`config.mk`:
```
export PLATFORM = sky130hd
export DESIGN_NAME = seqctl_top
export DESIGN_NICKNAME = d
export VERILOG_FILES = /design/src/rtl/seqctl_pkg.sv /design/src/rtl/seqctl_stack.sv /design/src/rtl/seqctl_pend.sv /design/src/rtl/seqctl_decide.sv /design/src/rtl/seqctl_top.sv
export SDC_FILE = /design/constraint.sdc
export NUM_CORES = 1
export LEC_CHECK = 0
export BUFFER_PORTS_ARGS = -buffer_cell sky130_fd_sc_hd__buf_2
export CORE_ASPECT_RATIO = 1.5
export CORE_MARGIN = 5
export CORE_UTILIZATION = 45
export CTS_CLUSTER_SIZE = 25
export DETAILED_ROUTE_END_ITERATION = 8
export GPL_TIMING_DRIVEN = 0
export PLACE_DENSITY = 0.65
export SLEW_MARGIN = 0
export SYNTH_ARGS = -nofsm -noshare
export SYNTH_HDL_FRONTEND = slang
export SYNTH_SLANG_ARGS = --single-unit
```
`constraint.sdc`:
```
create_clock -name clk -period 3.39 [get_ports clk]
set_input_delay 0 -clock clk [delete_from_list [all_inputs] [get_ports clk]]
set_output_delay 0 -clock clk [all_outputs]
set_load 0.02 [all_outputs]
```
`src/rtl/seqctl_pkg.sv`:
```
package seqctl_pkg;

   typedef enum logic [2:0] {
      CMD_STEP   = 3'd0,
      CMD_JUMP   = 3'd1,
      CMD_BRANCH = 3'd2,
      CMD_CALL   = 3'd3,
      CMD_RET    = 3'd4,
      CMD_EXIT   = 3'd5,
      CMD_TERM   = 3'd6,
      CMD_ABORT  = 3'd7
   } cmd_e;

   typedef enum logic [2:0] {
      PC_HOLD,
      PC_INC,
      PC_TGT,
      PC_TOP,
      PC_PEND,
      PC_LNCH
   } pcsel_e;

   typedef struct packed {
      logic   push;
      logic   pop;
      logic   clear;
      logic   pend_take;
      logic   pend_drop;
      logic   pend_load;
      logic   start;
      logic   ovf;
      logic   unf;
      logic   run_nxt;
      pcsel_e pc_sel;
   } ctl_t;

endpackage

```
`src/rtl/seqctl_stack.sv`:
```
module seqctl_stack #(
   parameter int AW    = 16,
   parameter int DEPTH = 8,
   localparam int DW   = $clog2(DEPTH + 1),
   localparam int IW   = $clog2(DEPTH)
) (
   input  logic          clk,
   input  logic          rst_n,
   input  logic          push,
   input  logic          pop,
   input  logic          clear,
   input  logic [AW-1:0] push_data,
   output logic [AW-1:0] top,
   output logic [DW-1:0] depth,
   output logic          full,
   output logic          empty
);

   generate
      if (DEPTH < 2) begin : g_bad_depth
         $error("seqctl_stack: DEPTH must be at least 2");
      end
   endgenerate

   logic [AW-1:0] ent [DEPTH];
   logic [DW-1:0] ptr;
   logic [DW-1:0] ptr_m1;

   assign ptr_m1 = ptr - DW'(1);
   assign full   = (ptr == DW'(DEPTH));
   assign empty  = (ptr == '0);
   assign depth  = ptr;
   assign top    = empty ? '0 : ent[ptr_m1[IW-1:0]];

   always_ff @(posedge clk or negedge rst_n) begin
      if (!rst_n)
         ptr <= '0;
      else if (clear)
         ptr <= '0;
      else if (push && !full)
         ptr <= ptr + DW'(1);
      else if (pop && !empty)
         ptr <= ptr_m1;
   end

   for (genvar i = 0; i < DEPTH; i++) begin : g_ent
      always_ff @(posedge clk) begin
         if (push && !clear && ptr == DW'(i))
            ent[i] <= push_data;
      end
   end

endmodule

```
`src/rtl/seqctl_pend.sv`:
```
module seqctl_pend #(
   parameter int AW         = 16,
   parameter bit KEEP_FIRST = 1'b0
) (
   input  logic          clk,
   input  logic          rst_n,
   input  logic          load,
   input  logic [AW-1:0] load_addr,
   input  logic          take,
   input  logic          drop,
   output logic          valid,
   output logic [AW-1:0] addr
);

   logic wr_en;

   generate
      if (KEEP_FIRST) begin : g_keep_first
         assign wr_en = load && !valid;
      end else begin : g_keep_last
         assign wr_en = load;
      end
   endgenerate

   always_ff @(posedge clk or negedge rst_n) begin
      if (!rst_n) begin
         valid <= 1'b0;
         addr  <= '0;
      end else if (take || drop) begin
         valid <= 1'b0;
      end else if (wr_en) begin
         valid <= 1'b1;
         addr  <= load_addr;
      end
   end

endmodule

```
`src/rtl/seqctl_decide.sv`:
```
module seqctl_decide
   import seqctl_pkg::*;
(
   input  logic       running,
   input  logic       cmd_valid,
   input  logic [2:0] cmd_code,
   input  logic       launch_valid,
   input  logic       stk_full,
   input  logic       stk_empty,
   input  logic       pend_valid,
   output ctl_t       ctl
);

   cmd_e cmd;
   logic end_seq;
   logic end_abort;

   assign cmd = cmd_e'(cmd_code);

   always_comb begin
      ctl         = '0;
      ctl.pc_sel  = PC_HOLD;
      ctl.run_nxt = running;
      end_seq     = 1'b0;
      end_abort   = 1'b0;

      if (!running) begin
         if (launch_valid) begin
            ctl.pc_sel  = PC_LNCH;
            ctl.run_nxt = 1'b1;
            ctl.start   = 1'b1;
         end
      end else begin
         if (cmd_valid) begin
            case (cmd)
               CMD_STEP:   ctl.pc_sel = PC_INC;
               CMD_JUMP,
               CMD_BRANCH: ctl.pc_sel = PC_TGT;
               CMD_CALL: begin
                  if (stk_full) begin
                     ctl.ovf = 1'b1;
                  end else begin
                     ctl.push   = 1'b1;
                     ctl.pc_sel = PC_TGT;
                  end
               end
               CMD_RET,
               CMD_EXIT: begin
                  if (!stk_empty) begin
                     ctl.pop    = 1'b1;
                     ctl.pc_sel = PC_TOP;
                  end else begin
                     end_seq = 1'b1;
                     ctl.unf = (cmd == CMD_RET);
                  end
               end
               CMD_TERM:  end_seq   = 1'b1;
               CMD_ABORT: end_abort = 1'b1;
               default:   ctl.pc_sel = PC_HOLD;
            endcase
         end

         if (end_seq) begin
            ctl.clear = 1'b1;
            if (pend_valid) begin
               ctl.pend_take = 1'b1;
               ctl.pc_sel    = PC_PEND;
               ctl.start     = 1'b1;
            end else begin
               ctl.run_nxt = 1'b0;
            end
         end

         if (end_abort) begin
            ctl.clear     = 1'b1;
            ctl.pend_drop = 1'b1;
            ctl.run_nxt   = 1'b0;
         end

         ctl.pend_load = launch_valid && !end_seq && !end_abort;
      end
   end

endmodule

```
`src/rtl/seqctl_top.sv`:
```
module seqctl_top
   import seqctl_pkg::*;
#(
   parameter int          AW              = 16,
   parameter int          DEPTH           = 8,
   parameter logic [15:0] RESET_PC        = 16'h0000,
   parameter bit          PEND_KEEP_FIRST = 1'b0
) (
   input  logic          clk,
   input  logic          rst_n,
   input  logic          cmd_valid,
   input  logic [2:0]    cmd_code,
   input  logic [AW-1:0] cmd_target,
   input  logic          launch_valid,
   input  logic [AW-1:0] launch_addr,
   output logic [AW-1:0] pc,
   output logic          running,
   output logic          seq_start,
   output logic          call_ovf,
   output logic          ret_unf
);

   localparam int DW = $clog2(DEPTH + 1);

   generate
      if (AW < 2 || AW > 64) begin : g_bad_aw
         $error("seqctl_top: AW must be 2..64");
      end
      if (DEPTH < 2 || DEPTH > 256) begin : g_bad_depth
         $error("seqctl_top: DEPTH must be 2..256");
      end
   endgenerate

   ctl_t          ctl;
   logic [AW-1:0] stk_top;
   logic [DW-1:0] stk_depth;
   logic          stk_full;
   logic          stk_empty;
   logic          pend_valid;
   logic [AW-1:0] pend_addr;
   logic [AW-1:0] pc_inc;
   logic [AW-1:0] pc_nxt;

   assign pc_inc = pc + AW'(1);

   seqctl_decide u_dec (
      .running      (running),
      .cmd_valid    (cmd_valid),
      .cmd_code     (cmd_code),
      .launch_valid (launch_valid),
      .stk_full     (stk_full),
      .stk_empty    (stk_empty),
      .pend_valid   (pend_valid),
      .ctl          (ctl)
   );

   seqctl_stack #(.AW(AW), .DEPTH(DEPTH)) u_stk (
      .clk       (clk),
      .rst_n     (rst_n),
      .push      (ctl.push),
      .pop       (ctl.pop),
      .clear     (ctl.clear),
      .push_data (pc_inc),
      .top       (stk_top),
      .depth     (stk_depth),
      .full      (stk_full),
      .empty     (stk_empty)
   );

   seqctl_pend #(.AW(AW), .KEEP_FIRST(PEND_KEEP_FIRST)) u_pend (
      .clk       (clk),
      .rst_n     (rst_n),
      .load      (ctl.pend_load),
      .load_addr (launch_addr),
      .take      (ctl.pend_take),
      .drop      (ctl.pend_drop),
      .valid     (pend_valid),
      .addr      (pend_addr)
   );

   always_comb begin
      case (ctl.pc_sel)
         PC_INC:  pc_nxt = pc_inc;
         PC_TGT:  pc_nxt = cmd_target;
         PC_TOP:  pc_nxt = stk_top;
         PC_PEND: pc_nxt = pend_addr;
         PC_LNCH: pc_nxt = launch_addr;
         default: pc_nxt = pc;
      endcase
   end

   always_ff @(posedge clk or negedge rst_n) begin
      if (!rst_n) begin
         pc        <= AW'(RESET_PC);
         running   <= 1'b0;
         seq_start <= 1'b0;
         call_ovf  <= 1'b0;
         ret_unf   <= 1'b0;
      end else begin
         pc        <= pc_nxt;
         running   <= ctl.run_nxt;
         seq_start <= ctl.start;
         call_ovf  <= ctl.ovf;
         ret_unf   <= ctl.unf;
      end
   end

endmodule

```
# Word level (Yosys, flattened, before mapping)
# Memory sizes are Yosys's and may differ from the RTL's.
# Index checks and enable logic that the tools add are counted.
# Widths: inputs -> output; s select.
# classes
addsub	3
n_eq_ne	20
mux	79
n_bitwise	1
reduce_logical	34
# ops
op	count
$mux 16	8
$reduce_or 16->1	7
$pmux 16 s5	1
$mux 1	46
$mux 3	9
$mux 4	6
$eq 3x3->1 const B	6
$add 16x1->16 const B	1
$eq 4x3->1 const B	4
$logic_and 1x1->1	13
$eq 3x2->1 const B	4
$mux 2	6
$pmux 3 s4	1
$eq 4x2->1 const B	2
$eq 3x1->1 const B	2
$mux 6	1
$logic_not 1->1	5
$reduce_bool 5->1	1
$add 4x1->4 const B	1
$eq 4x1->1 const B	1
$eq 4x4->1 const B	1
$logic_not 4->1	1
$reduce_or 2->1	2
$sub 4x1->4 const B	1
other kinds (7)	7
# totals
register_bits	41
mem_bits_rw	128
inputBits	39
out_inout_bits	20
wordCells	146
n_memories	1
# memory_table
name	words	word_bits	read_ports	rd_clocked_by_memory_dff	wr	line	text
u_stk.ent	8	16	1	0	1	seqctl_stack.sv:25	logic [AW-1:0] ent [DEPTH];

# Logic depth before layout (Yosys ltp)
# logic_depth
depth_word	22
mapped_depth	13
mapped_depth_nobuf	8

# Cells and area by module
# From an unflattened synthesis, not the netlist that was laid out.
# hier_totals
cells_unflattened	541
area_unflattened_um2	8032.7
# modules_own_cells
mod	n_inst	cells_per_inst	area_per_inst_um2	seq_area_each_um2
seqctl_stack	1	273	5341.4	3943.8
seqctl_top	1	196	1819.2	500.5
seqctl_pend	1	37	648.1	425.4
seqctl_decide	1	35	224.0	0.0

# Least setup slack after synthesis
# No wires, ideal clock.
# synth_path
path_kind	flip-flop to flip-flop
from	register u_stk.ptr[0] (netlist: u_stk.depth[0])
to	register pc[10]
setup_time_ps	126
t_arrival_ps	2790
required_time_ps	3264
path_slack_ps	474
stages_incl_launch_ff	13
n_path_buf	5
synth_period_minus_slack_ps	2916
cell_sequence	dfrtp_1 > buf_2 > buf_6 > buf_6 > inv_1 > ha_1 > clkbuf_1 > clkbuf_1 > mux4_2 > nand2_1 > a21oi_1 > a221o_1 > a221o_1
# synth_via
elab_chain_cells	9
word_cells_on_any_way	23
classes_between	1 x add/sub; 6 x eq/ne; 13 x mux; 2 x reduce/logical; 1 x memory
# synth_rtl
element	line	text
start: declaration	seqctl_stack.sv:26	logic [DW-1:0] ptr;
start signal: assignment	seqctl_stack.sv:41	ptr <= ptr + DW'(1);
start signal: assignment	seqctl_stack.sv:43	ptr <= ptr_m1;
$eq 4x4->1 or $logic_not 4->1 (tied branches)	seqctl_stack.sv:30, seqctl_stack.sv:31	
$mux 2, or another cell as far along	seqctl_decide.sv:40	if (stk_full) begin
$pmux 3 s4 or $pmux 1 s2 (tied branches)	seqctl_decide.sv:35	case (cmd)
$mux 3 or $mux 1 (tied branches)	seqctl_decide.sv:34	if (cmd_valid) begin
$mux 3 or $mux 1 (tied branches)	seqctl_decide.sv:65, seqctl_decide.sv:27	
$mux 4	seqctl_decide.sv:63	if (end_seq) begin
$mux 4	seqctl_decide.sv:27	if (!running) begin
$eq 3x3->1, or another cell as far along	seqctl_top.sv:82	case (ctl.pc_sel)
$pmux 16 s5 or $reduce_bool 5->1 (tied branches)	-	
end signal: assignment	seqctl_top.sv:94	pc <= AW'(RESET_PC);
end signal: assignment	seqctl_top.sv:100	pc <= pc_nxt;
end: declaration	seqctl_top.sv:16	output logic [AW-1:0] pc,
# Parallel ways exist; a longest one is shown, timed or not. The select of a mux whose other input is x is not followed.
# A chain may end at the register's enable or synchronous reset.

# Worst setup path in the final report
# layout_path
from	register u_stk.ptr[0] (netlist: u_stk.depth[0])
to	register pc[7]
# Same word-level chain as after synthesis.

==> impl_metrics.py <==
metrics = {
    "logic_synthesis": {
        "synth_edf_count": 128,
        "synth_ff_type": "edfxtp_1",
        "synthCells": 488,
        "synth_cell_types": 59,
        "synthArstFlopShare_pct": 24.3,
        "synth_seq_area_share_pct": 63.8,
        "syn_area_per_cell_sq_um": 15.6,
        "yosysWarningCount": 0,
        "ys_ff_latch": 169,
        "syn_area_sq_mm": 0.00763,
        "synth.net_count": 533,
    },
    "timing": {
        "setup_viol": 0,
        "hold_viol": 0,
        "slew_viol_final": 0,
        "fmax_mhz": 313,
        "period_share_pct": 94.4,
        "fin_tns_setup_ps": 0,
        "whs_ps": 22.5,
        "worst_slew_pin_slew_ps": 1090,
        "rsz0062_at_grt": "false",
        "slew_headroom_pct": 27.4,
        "fin_ws_ps": 191,
        "finClkSkew_ps": 9.35,
        "fin_crit_ps": 3200,
    },
    "min_path": {
        "worstHoldStart": "cmd_valid",
        "min_to": "pc[1]",
        "hold_depth": 3,
        "holdCritPathClass": "in -> reg",
    },
    "worst_setup_path": {
        "reg2reg_to": "pc[7]",
        "cp_max_fo": 10,
        "start_kind": "flip-flop",
        "ff2ff_path_depth": 11,
        "r2r_slack_ps": 190,
        "path_class": "reg -> reg",
        "end_kind": "flip-flop",
        "cp.arrival_ps": 3560,
        "worstPathRequired_ps": 3750,
        "r2r-start": "u_stk.depth[0]",
    },
    "die": {
        "num_rows": 58,
        "die_h_um": 170,
        "start_util_pct": 45.5,
        "design.die.area_sq_mm": 0.0197,
        "ioPinCount": 59,
        "die_width_um": 116,
        "core_sq_mm": 0.0168,
    },
    "drt": {
        "drtPass1Iterations": 5,
        "routed_wl_mm": 19.4,
        "ant_nets": 0,
        "vias": 4762,
        "drtIter0Drc": 440,
        "drcViolationCount": 0,
        "via_per_inst": 5.81,
        "avgRoutedWirePerCell_um": 23.6,
    },
    "pwr": {
        "power.share.clock_pct": 24.8,
        "seq_power_share_pct": 37.2,
        "ir_worst_vdd_uv": 613,
        "p_per_area_mw_per_mm2": 851,
        "comb_power_share_pct": 38.0,
        "internal_power_mw": 5.03,
        "p_leak_nw": 3.34,
        "swShare_pct": 35.6,
        "power_mw": 7.80,
        "switchingPower_mw": 2.78,
    },
    "finish": {
        "final_cell_area_sq_mm": 0.00917,
        "final_common_cell": "edfxtp_1",
        "antenna_cells": 0,
        "final_core_util_pct": 54.7,
        "fillCellCount": 1331,
        "finalNonFillerCells": 820,
        "drive_above_1_share_pct": 29.7,
        "nNetsFinal": 642,
        "final_cell_mix": "128 x edfxtp_1, 58 x buf_2, 44 x nand2_1",
        "synthToLayoutAreaGrowth_pct": 20.2,
    },
    "clock_tree": {
        "cts_made_buffers": 17,
        "clk_latency_ps": 430,
        "clock-sinks": 169,
        "clk_pin_slew_ps": 60,
        "cts_max_path_buffers": 2,
        "cts_tree": "yes",
        "cts-root-buf": "clkbuf_16",
        "htree_levels": 4,
    },
    "global_route": {
        "grt_pass1_vias": 5092,
        "grt_start_max_net_pins": 42,
        "gr-total-overflow": 0,
        "antenna_found_initial": 0,
        "track_usage_pct": 20.7,
        "grt_pass1_wl_mm": 29.4,
    },
    "placed_design": {
        "placed_area_sq_mm": 0.00818,
        "hpwlAfterDp_mm": 12.5,
        "place_ws_ps": -619,
        "portBuffers": 56,
        "numPlacedInstances": 754,
        "globalplace.congestion": 0.800,
    },
    "outcome": {
        "outcome": "complete, no violations",
    },
    "flow_run": {
        "max_cap_viol_count": 0,
    },
}
[per-layer routing]
layer	GRT usage, %	vias to the layer above	wire (um)
li1	-	2125	-
met1	25.5	2426	7690
met2	35.4	176	9960
met3	4.28	35	1180
met4	8.33	0	563
met5	0	-	0
[logic make-up after synthesis]
group                    after synthesis  synth area share [%]
AO/OA/AOI/OAI                         76                  9.06
XOR/XNOR                              29                  3.43
adder cells (fa/ha/maj)                6                 0.983
multiplexers                          57                  12.3
flip-flops                           169                  63.8
AND/OR/NAND/NOR                      112                  7.19
buffers and inverters                 39                  3.21
[cell usage after synthesis, types with 3 or more instances]
library cell,instances,area [sq um]
mux2_2,17,191
a32o_1,3,30.0
a21bo_2,3,30.0
nor2b_1,5,31.3
nand3_1,10,50.1
or3_1,3,18.8
edfxtp_1,128,3840
a21oi_1,18,90.1
buf_6,9,101
mux2i_1,12,120
nand2_1,44,165
and2_1,8,50.1
buf_2,6,30.0
o21ai_0,3,15.0
xnor2_1,15,131
or2_2,3,18.8
ha_1,6,75.1
buf_4,6,45.0
nor3b_1,3,22.5
inv_1,10,37.5
nand4_1,3,18.8
nor3_1,10,50.1
dfrtp_1,41,1030
mux4_2,28,631
a221o_1,20,200
clkbuf_1,7,26.3
nor2_1,14,52.6
xor2_1,13,114
and3_1,4,25.0
[how the worst max path moves through the flow]
stage,start,endpoint,depth (start not counted)
finish,u_stk.depth[0],pc[7],11
global route,u_stk.depth[0],pc[1],12
CTS,u_stk.depth[0],pc[1],11
detailed placement,u_stk.depth[0],pc[1],13
global placement,u_stk.depth[0],pc[1],13
floorplan,u_stk.depth[0],pc[10],12
[area by class of cell]
type | count | area [sq um] | share of cell area [%]
buffer | 28 | 216 | 2.36
clock buffer | 17 | 425 | 4.64
clock inverter | 15 | 166 | 1.81
inverter | 10 | 37.5 | 0.409
multi-input combinational | 280 | 2570 | 28.0
sequential | 169 | 4870 | 53.1
tap | 210 | 263 | 2.86
timing repair buffer | 91 | 628 | 6.85
[registers in the layout, summed over array words and instances (netlist names)]
register and cells:
call_ovf 1, u_pend.addr 16, ret_unf 1, u_stk.ent 128, pc 16, u_stk.depth 4
running 1, seq_start 1, u_pend.valid 1
[power groups by stage]
stage	clock [mW]	combinational [mW]	sequential, mW
final	1.94	2.97	2.90
after CTS	1.96	2.94	2.89
after global routing	2.07	3.19	2.92
after detailed placement	0	2.84	2.94
after global placement	0	2.76	2.92
after floorplan	0	1.89	3.00
[repair_timing]
item	4_1_cts	5_1_grt
gates resized for setup	9	5
endpoints found under the hold margin	74	0
buffers inserted	0	1
hold buffers	34	0
setup endpoints to repair	41	13
[worst max-delay path: stages, from the launching register on]
cell	delay, ps
dfrtp_1	400
buf_4	200
buf_6	180
buf_6	160
inv_1	180
ha_4	180
nor3b_4	470
o21bai_2	150
a2111oi_4	700
buf_6	270
a221oi_1	100
nand3_1	130
Power figures use the tool's default switching activity.
